==> src/rtl/bfs_pkg.sv <==
package bfs_pkg;
    typedef enum logic {
        STYLE_LEVEL = 1'b0,
        STYLE_PULSE = 1'b1
    } frame_style_e;
endpackage

==> src/rtl/bfs_rx_strobe.sv <==
module bfs_rx_strobe
    import bfs_pkg::*;
#(
    parameter int PERIOD = 8
) (
    input  logic         clk,
    input  logic         rst_n,
    input  logic         valid_i,
    input  frame_style_e style_i,
    output logic         frame_o
);
    localparam int HALF = PERIOD / 2;
    localparam int PW   = (PERIOD > 2) ? $clog2(PERIOD) : 1;

    typedef struct packed {
        logic          frame;
        logic [PW-1:0] phase;
    } rx_state_t;

    rx_state_t st_d, st_q;

    always_comb begin
        st_d = st_q;
        if (!valid_i) begin
            st_d.frame = 1'b0;
            st_d.phase = '0;
        end else if (style_i == STYLE_LEVEL) begin
            st_d.frame = 1'b1;
            st_d.phase = '0;
        end else begin
            st_d.frame = (st_q.phase < PW'(HALF));
            st_d.phase = (st_q.phase == PW'(PERIOD - 1)) ? '0 : st_q.phase + 1'b1;
        end
    end

    always_ff @(posedge clk or negedge rst_n) begin
        if (!rst_n) st_q <= '0;
        else        st_q <= st_d;
    end

    assign frame_o = st_q.frame;


    frame_idle_low_chk: assert property (@(posedge clk) disable iff (!rst_n)
        !$past(valid_i) |-> !frame_o);


    level_high_chk: assert property (@(posedge clk) disable iff (!rst_n)
        ($past(rst_n) && $past(valid_i) && $past(style_i) == STYLE_LEVEL) |-> frame_o);


    pulse_start_high_chk: assert property (@(posedge clk) disable iff (!rst_n)
        ($past(rst_n) && $rose(valid_i) && style_i == STYLE_PULSE) |=> frame_o);
endmodule

==> src/rtl/bfs_tx_detect.sv <==
module bfs_tx_detect #(
    parameter int PERIOD = 8
) (
    input  logic clk,
    input  logic rst_n,
    input  logic frame_i,
    output logic sob_o,
    output logic eob_o,
    output logic busy_o
);
    localparam int LW = $clog2(PERIOD + 1);

    typedef struct packed {
        logic          prev;
        logic          busy;
        logic          sob;
        logic          eob;
        logic [LW-1:0] low;
    } tx_state_t;

    tx_state_t st_d, st_q;
    logic      rising;

    always_comb begin
        rising   = frame_i && !st_q.prev;
        st_d     = st_q;
        st_d.prev = frame_i;
        st_d.sob = 1'b0;
        st_d.eob = 1'b0;
        if (!st_q.busy) begin
            st_d.low = '0;
            if (rising) begin
                st_d.sob  = 1'b1;
                st_d.busy = 1'b1;
            end
        end else if (frame_i) begin
            st_d.low = '0;
        end else if (st_q.low == LW'(PERIOD)) begin
            st_d.eob  = 1'b1;
            st_d.busy = 1'b0;
            st_d.low  = '0;
        end else begin
            st_d.low = st_q.low + 1'b1;
        end
    end

    always_ff @(posedge clk or negedge rst_n) begin
        if (!rst_n) st_q <= '0;
        else        st_q <= st_d;
    end

    assign sob_o  = st_q.sob;
    assign eob_o  = st_q.eob;
    assign busy_o = st_q.busy;


    sob_sets_busy_chk: assert property (@(posedge clk) disable iff (!rst_n)
        sob_o |-> busy_o);


    no_restart_chk: assert property (@(posedge clk) disable iff (!rst_n)
        busy_o |=> !sob_o);


    eob_after_low_chk: assert property (@(posedge clk) disable iff (!rst_n)
        eob_o |-> ($past(busy_o) && !$past(frame_i) && !busy_o));


    sob_eob_excl_chk: assert property (@(posedge clk) disable iff (!rst_n)
        !(sob_o && eob_o));
endmodule

==> src/rtl/burst_frame_strobe.sv <==
module burst_frame_strobe
    import bfs_pkg::*;
#(
    parameter int FRAME_PERIOD = 8
) (
    input  logic clk,
    input  logic rst_n,
    input  logic rx_valid_i,
    input  logic rx_pulse_mode_i,
    output logic rx_frame_o,
    input  logic tx_frame_i,
    output logic tx_sob_o,
    output logic tx_eob_o,
    output logic tx_busy_o
);
    frame_style_e rx_style;
    assign rx_style = frame_style_e'(rx_pulse_mode_i);

    bfs_rx_strobe #(.PERIOD(FRAME_PERIOD)) rx_gen_i (
        .clk     (clk),
        .rst_n   (rst_n),
        .valid_i (rx_valid_i),
        .style_i (rx_style),
        .frame_o (rx_frame_o)
    );

    bfs_tx_detect #(.PERIOD(FRAME_PERIOD)) tx_det_i (
        .clk     (clk),
        .rst_n   (rst_n),
        .frame_i (tx_frame_i),
        .sob_o   (tx_sob_o),
        .eob_o   (tx_eob_o),
        .busy_o  (tx_busy_o)
    );


    busy_ends_with_eob_chk: assert property (@(posedge clk) disable iff (!rst_n)
        ($past(rst_n) && $fell(tx_busy_o)) |-> tx_eob_o);
endmodule

==> config.mk <==
export PLATFORM = sky130hd
export DESIGN_NAME = burst_frame_strobe
export DESIGN_NICKNAME = d
export VERILOG_FILES = /design/src/rtl/bfs_pkg.sv /design/src/rtl/bfs_rx_strobe.sv /design/src/rtl/bfs_tx_detect.sv /design/src/rtl/burst_frame_strobe.sv
export SDC_FILE = /design/constraint.sdc
export NUM_CORES = 1
export LEC_CHECK = 0
export ABC_AREA = 1
export BUFFER_PORTS_ARGS = -buffer_cell sky130_fd_sc_hd__buf_2
export CAP_MARGIN = 20
export CORE_AREA = 4 4 41 43
export CTS_BUF_LIST = sky130_fd_sc_hd__clkbuf_4 sky130_fd_sc_hd__clkbuf_8
export DETAILED_ROUTE_END_ITERATION = 8
export DIE_AREA = 0 0 45 47
export PLACE_DENSITY = 0.58
export SYNTH_ARGS = -nofsm -noshare
export SYNTH_HDL_FRONTEND = slang
export SYNTH_HIERARCHICAL = 1
export SYNTH_SLANG_ARGS = --single-unit
==> constraint.sdc <==
create_clock -name clk -period 2.1 [get_ports clk]
set_input_delay 0.105 -clock clk [delete_from_list [all_inputs] [get_ports clk]]
set_output_delay 0.105 -clock clk [all_outputs]
set_load 0.02 [all_outputs]
-- Word-level counts from Yosys, hierarchy flattened
Cells that the tools add are included.
- register bits after elaboration: 12
- word-level logic and storage cells: 28
- add/subtract/negate cells: 2
- order comparisons: 1
- equal/unequal tests: 2
- muxes and demuxes: 14
- reduce and logical (&&, ||, !) cells: 2
- operators with widths (kind ; number):
    4-bit two-way mux ; 5
    1-bit two-way mux ; 7
    4-bit by 1-bit adder with 4-bit output (second input constant) ; 1
    4-bit equality test (second input constant) ; 1
    3-bit by 1-bit adder with 3-bit output (second input constant) ; 1
    3-bit equality test (second input constant) ; 1
    3-bit less-than comparator (second input constant) ; 1
    3-bit two-way mux ; 1
    2-bit two-way mux ; 1
    1-bit logical AND ; 1
    1-bit zero test ; 1

-- Longest topological paths before layout
Gate-level depths: netlist of the first run.
- word-level depth: 4
- depth in mapped cells: 5
- depth with buffers taken out: 5

-- Modules after synthesis
Netlist of the first run, hierarchy kept.
- by module, submodules not included (module ; instances ; cells an instance ; area an instance (µm²)):
    bfs_tx_detect ; 1 ; 33 ; 345.3
    bfs_rx_strobe ; 1 ; 16 ; 166.4

-- Worst setup path after synthesis of the first run
No wires, ideal clock.
- path kind: reg2reg
- start point: register rx_gen_i/st_q[0] (netlist name)
- end point: register rx_gen_i/st_q[2] (netlist name)
- data arrival time: 882 ps
- required time: 1984 ps
- setup slack: 1102 ps
- stages on the path, launching flop included: 5
- path buffers: 0
- cell sequence: dfrtp_1 -> ha_1 -> ha_1 -> inv_1 -> nor2_1
- RTL lines (what ; RTL line ; RTL):
    start: declaration ; bfs_rx_strobe.sv:20 ; rx_state_t st_d, st_q;
    start signal: assignment ; bfs_rx_strobe.sv:38 ; else st_q <= st_d;

==> results.txt, run 1 <==
* Static Leak: ~0.34 nW
- Counting flops and latches in the post-synthesis netlist gives 12.
- Footprint of the flip-flops and latches: ~300 um2
* Total wire length: 762 um
- Of the synthesized area, sequential elements account for 0.5868.
- Unique masters post-synth: 13
* Clock root buffer master: clkbuf_4
* Unrepaired setup endpoints after global routing: false
- Max Transition Viols Final: 0
- Among all cell types in the netlist, the one instantiated most often is dfrtp_1.
* Skew final: ~0.59 ps
- In the final routed layout, each cell accounts on average for 9.896 um.
- The number of nets handed over by synthesis was 58.
* Number of optimization iterations in the first detailed-route pass: 3
* Final-stage net count: 73
- Fill cells in the final layout number between 100 and 150.
- Power per unit of standard cell area: between 600 and 700 mW/mm2
- Setup WS post-layout: ~1000 ps
- Outcome: complete, no violations
* Max Freq: about 0.95 GHz
* I/O pin count: 9
* Placement Cell Area: 570.5 um2
- First-pass GRT wire length: approximately 1300 um
- Row generation in the floorplan step produced 13 rows.
* Worst-case reg-to-reg path depth: 4
- Drt initial violations: 4
* CTS Buffer Depth: 2
* Height of the chip: between 40 and 50 um
- Number of vias in the routed layout: about 340
- In the global route stage, overall resource usage came out at 0.09076.
* Avg Cell Area, Syn: roughly 10 um2
- TritonCTS buffer count: 3
* Total congestion overflow after global routing: 0
- Across the run, the number of max-cap violations was 0.
- Number of stages on the worst hold path: 2
- For this configuration, the core starts out at a cell density of 0.3933.
- Among all flip-flop cells after synthesis, the most frequent one is dfrtp_1.
* Die boundary width: 45 um
* Clock sinks: 12
- Average vias per placed instance: between 4 and 5
- Final hold violation count: 0
- In the final layout, the multi-input gates occupy 177.7 um2.
* Growth of design area from synthesis to finish: 19.80%
- Summing internal, switching and leakage power gives 0.0004236 W.
* Cell area after technology mapping: 511.7 um2
- Once detail routing completed, the nets flagged for antenna violations numbered 0.
- In the finished design, the share of the clock period the worst path needs comes to 0.5015.
- Post-synthesis async set-or-reset flop share: 1.000
- DP HPWL: roughly 570 um
- Number of cells produced by synthesis: 49
- Clock transition at the register clock pins on the worst setup and hold paths after CTS: roughly 70 ps
* Worst Path Class, Setup: register to register
- Biggest area consumer among synthesized cells: dfrtp_1
- At the placement stage, the worst setup path has a slack of roughly 1000 ps.
- Critical Path Sink Type: register
- Clock tree from TritonCTS: done
- Cell types with the largest area share after synthesis: dfrtp_1 (59%), ha_1 (9.8%), inv_1 (6.6%)
- Critical Path Source Type: register
* Number of buffer cells added on primary ports: 8
- Count of flip-flops with a built-in enable after synthesis: 0
* Number of synthesis warnings: 6
- The number of global-route vias before repair is ~330.
* H-tree lvl count: 1
* Placer Congestion: 0.6502
* Worst Hold Margin: 31.12 ps
- At the later pin of the worst-skew pair, clock insertion delay measures 260 ps.
* Area of the die: around 0.0021 mm2
* Floorplan core area: 0.001301 mm2
- Leading cell types by count after synthesis: dfrtp_1 (12), inv_1 (9), nor2_1 (9), nand2_1 (6), ha_1 (4)
* Max rail drop VDD: between 0.3 and 0.4 mV
* Final Critical Period: ~1100 ps
- Data arrives at the worst endpoint at around 1200 ps.
- In the final timing run, aggregate negative setup slack is 0 ps.
* Number of remaining DRC errors: 0
- The number of setup buffers added after CTS is 0.
* Proportion of layout cells with a drive suffix above 1: 0.2419
- Setup violations remaining at the end of the flow were counted as 0.
- Along the worst path, the maximum fanout reaches 2.
- Maximum number of pins on one net before global-route repair: 13
* Portion of synthesized cell area occupied by the leading cell type: 0.5868
- Transition time at the pin with the least slew margin: roughly 260 ps
- Type of the most critical hold path: input pin to register
- 0 antenna diodes ended up in the layout.
- Data on the critical path is required at its endpoint by 2260 ps.
- Measured against its own limit, the worst slew margin works out to 0.8247.
- The number of antenna violations at the first check in global routing came to 0.
* Final standard cell area without fillers: between 600 and 700 um2
registers in the layout, indices dropped and copies added, names as in the netlist:
register,count
rx_gen_i/frame_o,1
tx_det_i/eob_o,1
tx_det_i/sob_o,1
tx_det_i/st_q,5
tx_det_i/busy_o,1
rx_gen_i/st_q,3
logic make-up after synthesis:
logic type               count (synthesis)  share of synthesized area
AND/OR/NAND/NOR                         22                     0.2176
adder cells (fa/ha/maj)                  4                    0.09780
XOR/XNOR                                 1                    0.01712
buffers and inverters                    9                    0.06601
AO/OA/AOI/OAI                            1                    0.01468
flip-flops                              12                     0.5868
worst max-delay path: stages (launching register included):
cell	delay (ps)
dfrtp_1	380
ha_1	200
ha_1	270
inv_1	60
nor2_1	40
through the flow:
step           utilization  cells
3_3_place_gp        0.4385     72
4_1_cts             0.4712     77
5_1_grt             0.4712     77
3_5_place_dp        0.4385     72
2_1_floorplan            -     49
6_report            0.4712     77
final timing paths:
| kind | start | endpoint | slack [ps] |
|---|---|---|---|
| max | rx_gen_i/st_q[0] | rx_gen_i/st_q[2] | 1050 |
| min | rx_pulse_mode_i | rx_gen_i/frame_o | 30 |
| max reg2reg | rx_gen_i/st_q[0] | rx_gen_i/st_q[2] | 1050 |
| min reg2reg | tx_det_i/st_q[7] | tx_det_i/sob_o | 430 |
| max in group asynchronous | rst_n | tx_det_i/eob_o | 1640 |
| min in group asynchronous | rst_n | rx_gen_i/st_q[2] | 250 |
area by class of cell:
type	count	share of cell area
clock buffers	3	0.03673
flip-flops and latches	12	0.4898
inverters	9	0.05510
well taps	15	0.03061
repair buffers	10	0.09796
multi-input cells	28	0.2898
layout by cell type, fill, tap and decap left out, types with 2 or more instances in the layout:
cell / instances
nand2_1: 6
ha_1: 4
clkbuf_4: 3
inv_1: 9
dfrtp_1: 12
dlygate4sd3_1: 2
buf_2: 8
nor2_2: 2
nor2_1: 9
what timing repair did:
action,4_1_cts,5_1_grt
endpoints found under the hold margin,13,0
resized for setup,0,0
setup endpoints to repair,0,0
hold buffers,2,0
per-layer routing:
metal,GRT usage,part of all wire,vias up
li1,-,-,175
met1,0.1146,0.50,152
met2,0.1328,0.45,6
met3,0.03448,0.038,2
met4,0.05263,0.0079,0
met5,0,0,-
power by group:
part	total (W)	switching, W	leakage (nW)	internal, W
registers	0.000248	0.00000779	0.154	0.000240
clock network	0.000135	0.0000687	0.0138	0.0000662
logic	0.0000405	0.0000225	0.172	0.0000179
Power figures use the tool's default switching activity.
==> run 2, diff against run 1 <==
--- a/config.mk
+++ b/config.mk
@@ -5,7 +5,7 @@
 export SDC_FILE = /design/constraint.sdc
 export NUM_CORES = 1
 export LEC_CHECK = 0
-export ABC_AREA = 1
+export ABC_AREA = 0
 export BUFFER_PORTS_ARGS = -buffer_cell sky130_fd_sc_hd__buf_2
 export CAP_MARGIN = 20
 export CORE_AREA = 4 4 41 43
==> constraint.sdc (replaced) <==
create_clock -name clk -period 1.1 [get_ports clk]
set_input_delay 0.055 -clock clk [delete_from_list [all_inputs] [get_ports clk]]
set_output_delay 0.055 -clock clk [all_outputs]
set_load 0.02 [all_outputs]
==> run 2 against run 1 <==
  * The flow now finishes with violations (negative setup slack)
  * Core utilization rose by 6.9 points
  * Global-route usage grew 0.84 points
  * Critical path type unchanged
  * Area after synthesis decreased by 1.7%
  * First-iteration DRC count rose by 50%
  * Routed wire length up 14%
  * Clock power rose to 2.5 times the previous value
==> results.txt, run 2 <==
* Outcome: finished with violations
- Violations in the final reports: negative setup slack
- Setup repair after global routing could not meet its margin everywhere.
- Floorplan core area: roughly 0.0013 mm2
- In the global route stage, overall resource usage came out at 0.09920.
- Internal portion of total power: ~0.0007 W
* Growth of design area from synthesis to finish: 39.80%
- The number of buffers and inverters on the critical path is 1.
- Type of the most critical hold path: input pin to register
- Number of cells produced by synthesis: 41
* Leading cell types by count after synthesis: dfrtp_1 (12), ha_1 (4), inv_1 (4)
- The tree built by TritonCTS fans out to 12 sinks.
* Most frequent standard cell in the layout excluding fill and tap cells: dfrtp_1
* Leading register cell type out of synthesis: dfrtp_1
- The signal on the critical path passes through inv_2 -> ha_4 -> or3b_1 -> a31oi_1.
- The detailed router finished its first iteration with 6 violations.
- For the worst setup path, the data required time is about 1300 ps.
- The routed layout has roughly 380 vias.
- Max transition margin: 0.8236
* Proportion of layout cells with a drive suffix above 1: 0.3934
- Setup WS post-layout: -68.84 ps
- The synthesized design contains 0 enable-type register cells.
- Flip-flop count of the largest register after layout: 5
- Final worst-path cycle share: 1.063
* Commonest non-fill, non-tap cells in the layout: dfrtp_1 (12), buf_2 (8), buf_4 (5)
- Once detail routing completed, the nets flagged for antenna violations numbered 0.
* Final-stage net count: 71
- The number of max-slew violations in the final report came to 0.
- Part of the power in the clock network: 0.373
- Avg Cell Area, Syn: 12.27 um2
- Most frequent cell after synthesis: dfrtp_1
- Number of buffer cells added on primary ports: 8
* Registers with the most flip-flops: tx_det_i/st_q x5, rx_gen_i/st_q x3
- Sw frac: 0.2174
* Transition time at the pin with the least slew margin: approximately 260 ps
- The number of antenna diodes in the final layout is 0.
- Number of antenna violations at the first check in global routing: 0
- Syn nets: 50
- Across the run, the number of max-cap violations was 0.
- Via count of the first global-routing pass: between 300 and 400
- Worst stage delay on the critical path: 370 ps
- Number of filler cells placed in the layout: between 100 and 150
- Routed length per placed instance: around 11 um
* Placer Congestion: between 0.6 and 0.7
* Initial core utilization: 0.3865
- Setup violations remaining at the end of the flow were counted as 2.
* TritonCTS buffer count: 3
- At the later pin of the worst-skew pair, clock insertion delay measures approximately 260 ps.
- PnR Total Power: between 0.0009 and 0.001 W
- The smallest clock period supported by the final layout is computed as between 1000 and 1500 ps.
- Skew final: 3.852 ps
* Worst Path Class, Setup: register to register
- The synthesized design contains 12 register bits.
* Average vias per placed instance: about 4.9
* Cell type of the slowest stage on the worst timing path: dfrtp_1
- Critical Path Sink Type: register
- First-pass GRT wire length: ~1500 um
- Wires add up to between 800 and 900 um.
- Power spread over the standard cell area amounts to 1293 mW/mm2.
- Clock transition at the register clock pins on the worst setup and hold paths after CTS: around 70 ps
* H-tree lvl count: 1
- Max rail drop VDD: about 0.87 mV
- After global routing the overflow that remains totals 0.
- Static Leak: 0.3348 nW
- In the synthesized netlist the async set-or-reset flop fraction comes to 1.000.
- Detailed placement finished with a half-perimeter wire length of 613.2 um.
- Height of the chip: ~47 um
* Clock tree from TritonCTS: done
* Fin Setup TNS: -89.71 ps
- Die boundary width: 45 um
- Number of optimization iterations in the first detailed-route pass: 4
- CTS Buffer Depth: 2
* Area of the die: 0.002115 mm2
- The synthesized netlist contains 20 unique library cells.
* Logic pwr share: 0.115
- Biggest area consumer among synthesized cells: dfrtp_1
- Portion of synthesized cell area occupied by the leading cell type: 0.5970
- Of the synthesized area, sequential elements account for 0.5970.
- STA classifies the critical path startpoint as a register.
- Arrival time reported for the critical path endpoint: between 1000 and 1500 ps
- The final number of hold-violating endpoints came to 0.
- I/O pin count: 9
- For this run, design rule violations remaining after detail routing come to 0.
- Register containing the most flip-flops in the final layout: tx_det_i/st_q
- Net Switching: ~0.0002 W
* Number of synthesis warnings: 6
- Entering global routing, the biggest net connects 13 pins.
- Cell types with the largest area share after synthesis: dfrtp_1 (60%), ha_1 (10%), inv_1 (3.0%)
* Clock root buffer master: clkbuf_4
- Max Freq: between 0.8 and 0.9 GHz
* Share of power burned in registers: 0.512
* Worst path top cell family by delay: flip-flops
- Cell area after technology mapping: between 500 and 600 um2
- In this run the worst path has a maximum fanout of 2.
- The floorplan has 13 rows.
[run 2: per-layer routing]
layer / global-route usage / vias up / wire, um
li1: - / 184 / -
met1: 0.1203 / 180 / 359
met2: 0.1554 / 11 / 447
met3: 0.02299 / 0 / 60
met4: 0.07018 / 0 / 0
met5: 0 / - / 0
[run 2: logic make-up after synthesis]
| group | Yosys count | synth area share |
|---|---|---|
| AOI/OAI and AO/OA | 6 | 0.07215 |
| adders and majority gates | 4 | 0.09951 |
| buffers and inverters | 4 | 0.02984 |
| DFF | 12 | 0.5970 |
| and+or+nand+nor | 15 | 0.2015 |
[run 2: path summary, 6_finish.rpt]
path,start,end,slack [ps],cells past startpoint
setup / recovery,tx_det_i/st_q[1],tx_det_i/st_q[3],-70,4
hold / removal,rx_valid_i,rx_gen_i/frame_o,60,2
setup reg to reg,tx_det_i/st_q[1],tx_det_i/st_q[3],-70,4
hold reg to reg,tx_det_i/st_q[7],tx_det_i/sob_o,430,1
max in group asynchronous,rst_n,rx_gen_i/frame_o,700,2
min in group asynchronous,rst_n,tx_det_i/eob_o,190,2
[run 2: metrics by stage]
stage	hold WS [ps]	area, um2	setup WS (ps)	utilization	cells
detailed placement	-53.02	594.3	-57.36	0.4567	68
global placement	-52.74	594.3	-8.989	0.4567	68
global route	46.84	703.2	-111.2	0.5404	76
CTS	47.11	686.9	-63.97	0.5279	76
finish	60.73	703.2	-68.84	0.5404	76
floorplan	-240.6	505.5	-41.51	-	41
[run 2: cell type report]
type / count / area (um2) / share of cell area
inverter: 4 / 15.01 / 0.02135
tap: 15 / 18.77 / 0.02669
sequential: 12 / 300.3 / 0.4270
timing repair buffer: 16 / 107.6 / 0.1530
clock buffer: 4 / 36.28 / 0.05160
multi-input combinational: 25 / 225.2 / 0.3203
[run 2: worst reg2reg max path: stages, from the launching register on]
cell and delay, ps:
dfrtp_1 370, inv_2 60, ha_4 150, or3b_1 330, a31oi_1 170
[run 2: repair_timing]
action                                  in CTS  in global routing
pin swaps                                    3                  1
cloned                                       0                  0
endpoints found under the hold margin       14                  0
endpoints found under the setup margin       3                  4
gates resized for setup                      5                  2
hold buffers                                 3                  0
setup buffers                                1                  0
[run 2: power by group through the flow]
stage / Combinational [W] / Clock, W / Sequential (W)
6_report: 0.000104 / 0.000339 / 0.000466
5_1_grt: 0.000120 / 0.000388 / 0.000467
4_1_cts: 0.000104 / 0.000358 / 0.000465
3_5_place_dp: 0.0000818 / 0 / 0.000473
3_3_place_gp: 0.0000807 / 0 / 0.000472
2_1_floorplan: 0.0000312 / 0 / 0.000478
